### config.mk
export PLATFORM = sky130hd
export DESIGN_NAME = qdec_top
export DESIGN_NICKNAME = d
export VERILOG_FILES = /design/src/rtl/qdec_pkg.sv /design/src/rtl/qdec_ctrl.sv /design/src/rtl/qdec_dp.sv /design/src/rtl/qdec_top.sv
export SDC_FILE = /design/constraint.sdc
export NUM_CORES = 1
export LEC_CHECK = 0
export ABC_CLOCK_PERIOD_IN_PS = 5600
export BUFFER_PORTS_ARGS = -buffer_cell sky130_fd_sc_hd__buf_2
export CAP_MARGIN = 30
export CORE_ASPECT_RATIO = 1.75
export CORE_MARGIN = 4
export CORE_UTILIZATION = 52
export CTS_CLUSTER_DIAMETER = 50
export DETAILED_ROUTE_END_ITERATION = 8
export PLACE_DENSITY = 0.73
export SKIP_CTS_REPAIR_TIMING = 1
export SYNTH_ARGS = -nofsm -noshare
export SYNTH_HDL_FRONTEND = slang
export SYNTH_SLANG_ARGS = --single-unit
### constraint.sdc
create_clock -name clk -period 5.6 [get_ports clk]
set_input_delay 0.28 -clock clk [delete_from_list [all_inputs] [get_ports clk]]
set_output_delay 0.28 -clock clk [all_outputs]
set_load 0.02 [all_outputs]
### src/rtl/qdec_pkg.sv
package qdec_pkg;
  localparam int unsigned ADDR_W = 4;
  localparam int unsigned FLAG_N = 6;

  localparam logic [ADDR_W-1:0] A_CTRL     = 4'd0;
  localparam logic [ADDR_W-1:0] A_IEN      = 4'd1;
  localparam logic [ADDR_W-1:0] A_STAT     = 4'd2;
  localparam logic [ADDR_W-1:0] A_INIT_HI  = 4'd3;
  localparam logic [ADDR_W-1:0] A_INIT_LO  = 4'd4;
  localparam logic [ADDR_W-1:0] A_MOD_HI   = 4'd5;
  localparam logic [ADDR_W-1:0] A_MOD_LO   = 4'd6;
  localparam logic [ADDR_W-1:0] A_CMP_HI   = 4'd7;
  localparam logic [ADDR_W-1:0] A_CMP_LO   = 4'd8;
  localparam logic [ADDR_W-1:0] A_POS_HI   = 4'd9;
  localparam logic [ADDR_W-1:0] A_POS_HOLD = 4'd10;
  localparam logic [ADDR_W-1:0] A_REV      = 4'd11;

  // strobes from control to datapath, one cycle each
  typedef struct packed {
    logic countUp;
    logic countDn;
    logic loadInit;
    logic idxEvt;
    logic dirUp;   // last counted direction, used by the revolution count
  } qdStrobe_t;
endpackage

### src/rtl/qdec_ctrl.sv
module qdec_ctrl
  import qdec_pkg::*;
#(
  parameter int unsigned POS_W       = 32,
  parameter int unsigned BUS_W       = 16,
  parameter int unsigned SYNC_STAGES = 2
) (
  input  logic              clk,
  input  logic              rstN,
  input  logic              phaseA,
  input  logic              phaseB,
  input  logic              indexIn,
  input  logic              homeIn,
  input  logic              regWr,
  input  logic              regRd,
  input  logic [ADDR_W-1:0] regAddr,
  input  logic [BUS_W-1:0]  regWdata,
  output logic [BUS_W-1:0]  regRdata,
  input  logic [POS_W-1:0]  posVal,
  input  logic [BUS_W-1:0]  holdLo,
  input  logic [BUS_W-1:0]  revVal,
  input  logic              cmpOut,
  input  logic              rollOver,
  input  logic              rollUnder,
  output qdStrobe_t         strobe,
  output logic [POS_W-1:0]  initVal,
  output logic [POS_W-1:0]  modVal,
  output logic [POS_W-1:0]  cmpVal,
  output logic              modEn,
  output logic              revOnWrap,
  output logic              cmpOnRead,
  output logic              rdPosHi,
  output logic              rdPosAny,
  output logic [FLAG_N-1:0] flags,
  output logic              irq
);
  localparam int unsigned HALF   = BUS_W;
  localparam int unsigned CTRL_W = 9;

  logic [CTRL_W-1:0] ctrlReg;
  logic [FLAG_N-1:0] irqEn, flagReg, flagSet, flagClr;
  logic              lastUp;

  // two-flop synchronisers on all four asynchronous inputs
  logic [3:0] rawIn, syncd, prevS;
  assign rawIn = {homeIn, indexIn, phaseB, phaseA};

  for (genvar g = 0; g < 4; g++) begin : gSync
    logic [SYNC_STAGES-1:0] sh;
    always_ff @(posedge clk or negedge rstN) begin
      if (!rstN) sh <= '0;
      else       sh <= {sh[SYNC_STAGES-2:0], rawIn[g]};
    end
    assign syncd[g] = sh[SYNC_STAGES-1];
  end

  always_ff @(posedge clk or negedge rstN) begin
    if (!rstN) prevS <= '0;
    else       prevS <= syncd;
  end

  // step decode
  logic aChg, bChg, singlePh, illegal, stepEn, rawUp, dirUp;
  logic idxEdge, homeEdge, swLoad, wrHit;
  assign singlePh = ctrlReg[1];
  assign aChg     = syncd[0] ^ prevS[0];
  assign bChg     = syncd[1] ^ prevS[1];
  assign illegal  = !singlePh && aChg && bChg;
  assign stepEn   = singlePh ? (syncd[0] && !prevS[0]) : (aChg ^ bChg);
  assign rawUp    = singlePh ? !syncd[1] : (syncd[0] ^ prevS[1]);
  assign dirUp    = rawUp ^ ctrlReg[0];
  assign idxEdge  = ctrlReg[5] ? (prevS[2] && !syncd[2]) : (!prevS[2] && syncd[2]);
  assign homeEdge = ctrlReg[3] ? (prevS[3] && !syncd[3]) : (!prevS[3] && syncd[3]);
  assign wrHit    = regWr && (regAddr == A_CTRL);
  assign swLoad   = wrHit && regWdata[9];

  always_comb begin
    strobe.countUp  = stepEn && dirUp;
    strobe.countDn  = stepEn && !dirUp;
    strobe.loadInit = swLoad || (ctrlReg[4] && idxEdge) || (ctrlReg[2] && homeEdge);
    strobe.idxEvt   = idxEdge;
    strobe.dirUp    = lastUp;
  end

  assign modEn     = ctrlReg[6];
  assign revOnWrap = ctrlReg[7];
  assign cmpOnRead = ctrlReg[8];
  assign rdPosHi   = regRd && (regAddr == A_POS_HI);
  assign rdPosAny  = rdPosHi || (regRd && (regAddr == A_POS_HOLD));

  // flag bit order: home, index, compare, simultaneous, roll-over, roll-under
  assign flagSet = {rollUnder, rollOver, illegal, cmpOut, idxEdge, homeEdge};
  assign flagClr = (regWr && regAddr == A_STAT) ? regWdata[FLAG_N-1:0] : '0;

  always_ff @(posedge clk or negedge rstN) begin
    if (!rstN) begin
      ctrlReg <= '0;
      irqEn   <= '0;
      flagReg <= '0;
      lastUp  <= 1'b0;
      initVal <= '0;
      modVal  <= '0;
      cmpVal  <= '1;
    end else begin
      flagReg <= (flagReg & ~flagClr) | flagSet;
      if (stepEn) lastUp <= dirUp;
      if (regWr) begin
        unique case (regAddr)
          A_CTRL:    ctrlReg <= regWdata[CTRL_W-1:0];
          A_IEN:     irqEn   <= regWdata[FLAG_N-1:0];
          A_INIT_HI: initVal[POS_W-1 -: HALF] <= regWdata;
          A_INIT_LO: initVal[HALF-1:0]        <= regWdata;
          A_MOD_HI:  modVal[POS_W-1 -: HALF]  <= regWdata;
          A_MOD_LO:  modVal[HALF-1:0]         <= regWdata;
          A_CMP_HI:  cmpVal[POS_W-1 -: HALF]  <= regWdata;
          A_CMP_LO:  cmpVal[HALF-1:0]         <= regWdata;
          default: ;
        endcase
      end
    end
  end

  always_comb begin
    regRdata = '0;
    unique case (regAddr)
      A_CTRL:     regRdata = BUS_W'(ctrlReg);
      A_IEN:      regRdata = BUS_W'(irqEn);
      A_STAT:     regRdata = BUS_W'({lastUp, flagReg});
      A_INIT_HI:  regRdata = initVal[POS_W-1 -: HALF];
      A_INIT_LO:  regRdata = initVal[HALF-1:0];
      A_MOD_HI:   regRdata = modVal[POS_W-1 -: HALF];
      A_MOD_LO:   regRdata = modVal[HALF-1:0];
      A_CMP_HI:   regRdata = cmpVal[POS_W-1 -: HALF];
      A_CMP_LO:   regRdata = cmpVal[HALF-1:0];
      A_POS_HI:   regRdata = posVal[POS_W-1 -: HALF];
      A_POS_HOLD: regRdata = holdLo;
      A_REV:      regRdata = revVal;
      default:    regRdata = '0;
    endcase
  end

  assign flags = flagReg;
  assign irq   = |(flagReg & irqEn);

  AST_ILLEGAL_FLAG: assert property (@(posedge clk) disable iff (!rstN)
    illegal |=> flagReg[3]);
  AST_FLAG_STICKY: assert property (@(posedge clk) disable iff (!rstN)
    !(regWr && regAddr == A_STAT) |=> ((flagReg & $past(flagReg)) == $past(flagReg)));
endmodule

### src/rtl/qdec_dp.sv
module qdec_dp
  import qdec_pkg::*;
#(
  parameter int unsigned POS_W = 32,
  parameter int unsigned BUS_W = 16
) (
  input  logic             clk,
  input  logic             rstN,
  input  qdStrobe_t        strobe,
  input  logic             modEn,
  input  logic             revOnWrap,
  input  logic             cmpOnRead,
  input  logic [POS_W-1:0] initVal,
  input  logic [POS_W-1:0] modVal,
  input  logic [POS_W-1:0] cmpVal,
  input  logic             rdPosHi,
  input  logic             rdPosAny,
  output logic [POS_W-1:0] posVal,
  output logic [BUS_W-1:0] holdLo,
  output logic [BUS_W-1:0] revVal,
  output logic             cmpOut,
  output logic             rollOver,
  output logic             rollUnder
);
  localparam int unsigned HALF  = BUS_W;
  localparam int unsigned REV_W = BUS_W;

  logic [POS_W-1:0] posNext;
  logic [REV_W-1:0] revNext;
  logic             readPulse;

  always_comb begin
    posNext   = posVal;
    rollOver  = 1'b0;
    rollUnder = 1'b0;
    if (strobe.loadInit) begin
      posNext = initVal;
    end else if (strobe.countUp) begin
      if (modEn && posVal == modVal) begin
        posNext  = initVal;
        rollOver = 1'b1;
      end else begin
        posNext  = posVal + 1'b1;
        rollOver = !modEn && (&posVal);
      end
    end else if (strobe.countDn) begin
      if (modEn && posVal == initVal) begin
        posNext   = modVal;
        rollUnder = 1'b1;
      end else begin
        posNext   = posVal - 1'b1;
        rollUnder = !modEn && (posVal == '0);
      end
    end
  end

  always_comb begin
    revNext = revVal;
    if (revOnWrap) begin
      if (rollOver && modEn)       revNext = revVal + 1'b1;
      else if (rollUnder && modEn) revNext = revVal - 1'b1;
    end else if (strobe.idxEvt) begin
      revNext = strobe.dirUp ? revVal + 1'b1 : revVal - 1'b1;
    end
  end

  always_ff @(posedge clk or negedge rstN) begin
    if (!rstN) begin
      posVal    <= '0;
      revVal    <= '0;
      holdLo    <= '0;
      readPulse <= 1'b0;
    end else begin
      posVal    <= posNext;
      revVal    <= revNext;
      readPulse <= rdPosAny;
      if (rdPosHi) holdLo <= posVal[HALF-1:0];
    end
  end

  assign cmpOut = cmpOnRead ? readPulse : (posVal == cmpVal);

  AST_LOAD_INIT: assert property (@(posedge clk) disable iff (!rstN)
    strobe.loadInit |=> posVal == $past(initVal));
  AST_WRAP_UP: assert property (@(posedge clk) disable iff (!rstN)
    (strobe.countUp && !strobe.loadInit && modEn && posVal == modVal) |=> posVal == $past(initVal));
  AST_WRAP_DN: assert property (@(posedge clk) disable iff (!rstN)
    (strobe.countDn && !strobe.loadInit && modEn && posVal == initVal) |=> posVal == $past(modVal));
  AST_SNAPSHOT: assert property (@(posedge clk) disable iff (!rstN)
    rdPosHi |=> holdLo == $past(posVal[HALF-1:0]));
  AST_REV_WRAP: assert property (@(posedge clk) disable iff (!rstN)
    (revOnWrap && modEn && rollOver) |=> revVal == REV_W'($past(revVal) + 1'b1));
endmodule

### src/rtl/qdec_top.sv
module qdec_top
  import qdec_pkg::*;
#(
  parameter int unsigned POS_W       = 32,
  parameter int unsigned BUS_W       = 16,
  parameter int unsigned SYNC_STAGES = 2
) (
  input  logic        clk,
  input  logic        rstN,
  input  logic        phaseA,
  input  logic        phaseB,
  input  logic        indexIn,
  input  logic        homeIn,
  input  logic        regWr,
  input  logic        regRd,
  input  logic [3:0]  regAddr,
  input  logic [15:0] regWdata,
  output logic [15:0] regRdata,
  output logic [5:0]  flags,
  output logic        irq,
  output logic        cmpOut
);
  qdStrobe_t        strobe;
  logic [POS_W-1:0] posVal, initVal, modVal, cmpVal;
  logic [BUS_W-1:0] holdLo, revVal;
  logic             modEn, revOnWrap, cmpOnRead, rdPosHi, rdPosAny;
  logic             rollOver, rollUnder;

  qdec_ctrl #(.POS_W(POS_W), .BUS_W(BUS_W), .SYNC_STAGES(SYNC_STAGES)) u_ctrl (
    .clk(clk), .rstN(rstN), .phaseA(phaseA), .phaseB(phaseB),
    .indexIn(indexIn), .homeIn(homeIn), .regWr(regWr), .regRd(regRd),
    .regAddr(regAddr), .regWdata(regWdata), .regRdata(regRdata),
    .posVal(posVal), .holdLo(holdLo), .revVal(revVal), .cmpOut(cmpOut),
    .rollOver(rollOver), .rollUnder(rollUnder), .strobe(strobe),
    .initVal(initVal), .modVal(modVal), .cmpVal(cmpVal), .modEn(modEn),
    .revOnWrap(revOnWrap), .cmpOnRead(cmpOnRead), .rdPosHi(rdPosHi),
    .rdPosAny(rdPosAny), .flags(flags), .irq(irq)
  );

  qdec_dp #(.POS_W(POS_W), .BUS_W(BUS_W)) u_dp (
    .clk(clk), .rstN(rstN), .strobe(strobe), .modEn(modEn),
    .revOnWrap(revOnWrap), .cmpOnRead(cmpOnRead), .initVal(initVal),
    .modVal(modVal), .cmpVal(cmpVal), .rdPosHi(rdPosHi), .rdPosAny(rdPosAny),
    .posVal(posVal), .holdLo(holdLo), .revVal(revVal), .cmpOut(cmpOut),
    .rollOver(rollOver), .rollUnder(rollUnder)
  );
endmodule

==> summary.md <==
| Metric | Value |
|---|---|
| Status | `finished, final reports clean` |
| Period utilisation layout | `67.3%` |
| Switching share of power | `44.2%` |
| Die area | `26700 um^2` |
| Compound-gate portion of the synthesized area | `14.1%` |
| Setup Skew | `0.0121 ns` |
| WS Path Type | `register to register` |
| Asr flop ratio synth | `100%` |
| Worst hold-check path type | `primary input to register` |
| Hold Crit Start | `regRd` |
| Cells after Synth | `1277` |
| Sequential share of power | `43.7%` |
| Rel. slew slack | `26.8%` |
| Max Cap Viol | `0` |
| Die W | `125 um` |
| H-tree depth | `4` |
| Slew Limit Fails | `0` |
| CP Capture Type | `register` |
| RR Startpoint | `u_ctrl.ctrlReg[1]` |
| Initial antenna violation count | `1` |
| GRT overflow | `0` |
| Synth Area in Simple Gates | `17.2%` |
| Detailed Place HPWL | `33.3 mm` |
| Height of the die | `213 um` |
| Req. time, crit path | `5.98 ns` |
| Syn_nets | `1311` |
| Seq cells post-synth | `195` |
| TritonCTS Sinks | `195` |
| Final-report setup violation count | `0` |
| Clk pin slew, worst setup/hold paths | `0.07 ns` |
| Pleak | `5.60 nW` |
| Root Buffer | `clkbuf_16` |
| Internal | `3.60 mW` |
| Antenna-violating nets left | `0` |
| Total Neg Setup Slack | `0 ns` |
| Unrepaired setup endpoints after global routing | `no` |
| GRT Util Overall | `34.5%` |
| Row cnt | `74` |
| Post-Synth XOR/XNOR Area | `11.2%` |
| Startpoint types | `register` |
| Final #Nets | `1313` |
| Synthesis Warnings | `0` |
| Routed wire length | `45.7 mm` |
| Clock share of power | `20.4%` |
| Post-synth EDFFs | `0` |
| IO buf count | `51` |
| Most frequent cells in the layout | `163 x dfrtp_1, 129 x mux2_2, 92 x nand2_1, 87 x xor2_1, 81 x nor2_1` |
| Primary FF master, synth | `dfrtp_1` |
| Post-Synth Adder-Cell Area | `0.600%` |
| # DRC | `0` |
| Largest net degree at the start of global routing | `153` |
| Post-synthesis mux area share | `13.6%` |
| Share of cells above drive strength 1 | `22.8%` |
| Largest family of logic cells by synthesized area | `simple AND/OR/NAND/NOR gates` |
| CP Max Fanout | `17` |
| Ports | `52` |
| Clk buf depth | `2` |
| Routed len/inst | `28.6 um` |
| Final Hold Viols | `0` |
| PnR worst setup slack | `1.83 ns` |
| GP Congestion | `1.04` |
| Synth cell types | `77` |
| Initial drt markers | `1445` |
| First-pass GRT wire length | `68.9 mm` |
| Via count | `11100` |
| Comb pwr share | `35.9%` |
| Fmax | `265 MHz` |
| Number of global-route vias before repair | `10800` |
| Clock latency on the worst-skew pair | `0.46 ns` |
| Post-synthesis sequential area ratio | `39.3%` |
| Core ar. | `23500 um^2` |
| Tightest Pin Transition | `1.09 ns` |
| Initial Utilization | `53.2%` |
| DR pass1 iterations | `7` |
| Crit path launch | `u_ctrl.ctrlReg[1]` |
| Layout area overhead | `8.82%` |
| Commonest non-fill, non-tap cell in the layout | `dfrtp_1` |
| DR vias/cell | `6.96` |
| Layout fillers | `2113` |
| Pwr dens | `474 nW/um^2` |
| Worst path arrival time | `4.14 ns` |
| Peak VDD IR | `453 uV` |
| CTS buffer count | `17` |
| Post-Syn Area | `12500 um^2` |
| Avg Cell Area, Syn | `9.80 um^2` |
| Min cycle time layout | `3.77 ns` |
| Switching pwr | `2.85 mW` |
| TritonCTS clock tree | `done` |
| Pre-CTS WS | `2.02 ns` |
==> Yosys cell counts, types with 5 or more instances <==
cell	count	area, um^2
clkbuf_1	62	233
a21oi_1	32	160
buf_2	17	85.1
and4_1	5	43.8
nor2b_1	7	43.8
nand3_1	42	210
nand2b_1	6	37.5
nor3_1	28	140
nand2_1	92	345
nand4_1	43	269
a22oi_1	19	143
o31ai_1	5	37.5
or4_1	8	60.1
nor2_1	81	304
buf_1	11	41.3
o21ai_0	51	255
a211oi_1	11	82.6
o211ai_1	28	210
ha_1	6	75.1
xnor2_1	71	622
a222oi_1	5	50.1
nand4b_1	8	70.1
a22o_1	29	254
xor2_1	87	762
a221oi_1	25	219
mux2_2	129	1450
a31oi_1	7	43.8
dfstp_2	32	841
inv_1	12	45.0
nor4_1	26	163
mux2i_1	25	250
o22ai_1	5	31.3
dfrtp_1	163	4080
nand3b_1	5	37.5
and3_1	15	93.8
==> path summary, 6_finish.rpt <==
check / cells after the start / to / slack [ns]
max in group asynchronous: 3 / u_dp.posVal[13] / 4.07
max: 8 / u_dp.revVal[15] / 1.83
max reg2reg: 8 / u_dp.revVal[15] / 1.83
min in group asynchronous: 2 / u_ctrl.prevS[0] / 0.32
min: 2 / u_dp.readPulse / 0.08
min reg2reg: 0 / u_ctrl.gSync[0].sh[1] / 0.36
==> worst max-delay path: stages (launching register included) <==
cell      delay (ns)
dfrtp_1         0.50
and2_1          0.20
a211oi_1        0.48
o21ai_2         0.37
nor2_1          0.93
nand3_2         0.31
o211a_1         0.47
a21oi_1         0.27
xor2_1          0.16
==> layout make-up <==
| type | instances | area [um^2] | area share (%) |
|---|---|---|---|
| inverter | 12 | 45.0 | 0.331 |
| multi-input combinational | 972 | 7110 | 52.2 |
| timing repair buffer | 81 | 538 | 3.95 |
| sequential | 195 | 4920 | 36.1 |
| clock buffer | 22 | 474 | 3.48 |
| clock inverter | 10 | 145 | 1.07 |
| antenna | 1 | 2.50 | 0.0184 |
| tap | 304 | 380 | 2.79 |
==> state kept, by name (all words and copies together) (netlist names) <==
name,flops
u_ctrl.cmpVal,32
u_ctrl.ctrlReg,9
u_ctrl.flags,6
u_ctrl.gSync.sh,8
u_ctrl.initVal,32
u_ctrl.irqEn,6
u_ctrl.lastUp,1
u_ctrl.modVal,32
u_ctrl.prevS,4
u_dp.holdLo,16
u_dp.posVal,32
u_dp.readPulse,1
u_dp.revVal,16
==> cell families after synthesis <==
family          Yosys count
simple gates            403
compound gates          250
flops                   195
xor+xnor                159
mux                     154
buf+inv                 110
fa+ha+maj                 6
==> power by group through the flow <==
stage | registers (mW) | clock network (mW) | logic [mW]
2_1_floorplan | 2.15 | 0 | 2.00
3_3_place_gp | 2.77 | 0 | 2.19
3_5_place_dp | 2.79 | 0 | 2.23
4_1_cts | 2.76 | 1.33 | 2.24
5_1_grt | 2.85 | 1.38 | 2.48
6_report | 2.82 | 1.31 | 2.32
==> routing by layer <==
metal	track usage [%]	vias to the layer above	routed length, um
met3	6.93	253	3860
met2	56.5	730	21500
met1	39.9	5406	15900
met4	25.9	0	4450
met5	0	-	0
li1	-	4721	-
==> through the flow <==
stage                     instances  cell area (um^2)  power, mW  utilization (%)  hold slack (ns)
after detailed placement       1557             12900       5.01             55.0            0.231
after floorplan                1277             12500       4.16                -          -0.0156
final                          1597             13600       6.45             57.9           0.0816
after global placement         1551             12900       4.96             54.7            0.231
after CTS                      1589             13600       6.33             57.6           -0.250
after global routing           1596             13600       6.72             57.9           0.0863
(Power assumes the default switching activity.)
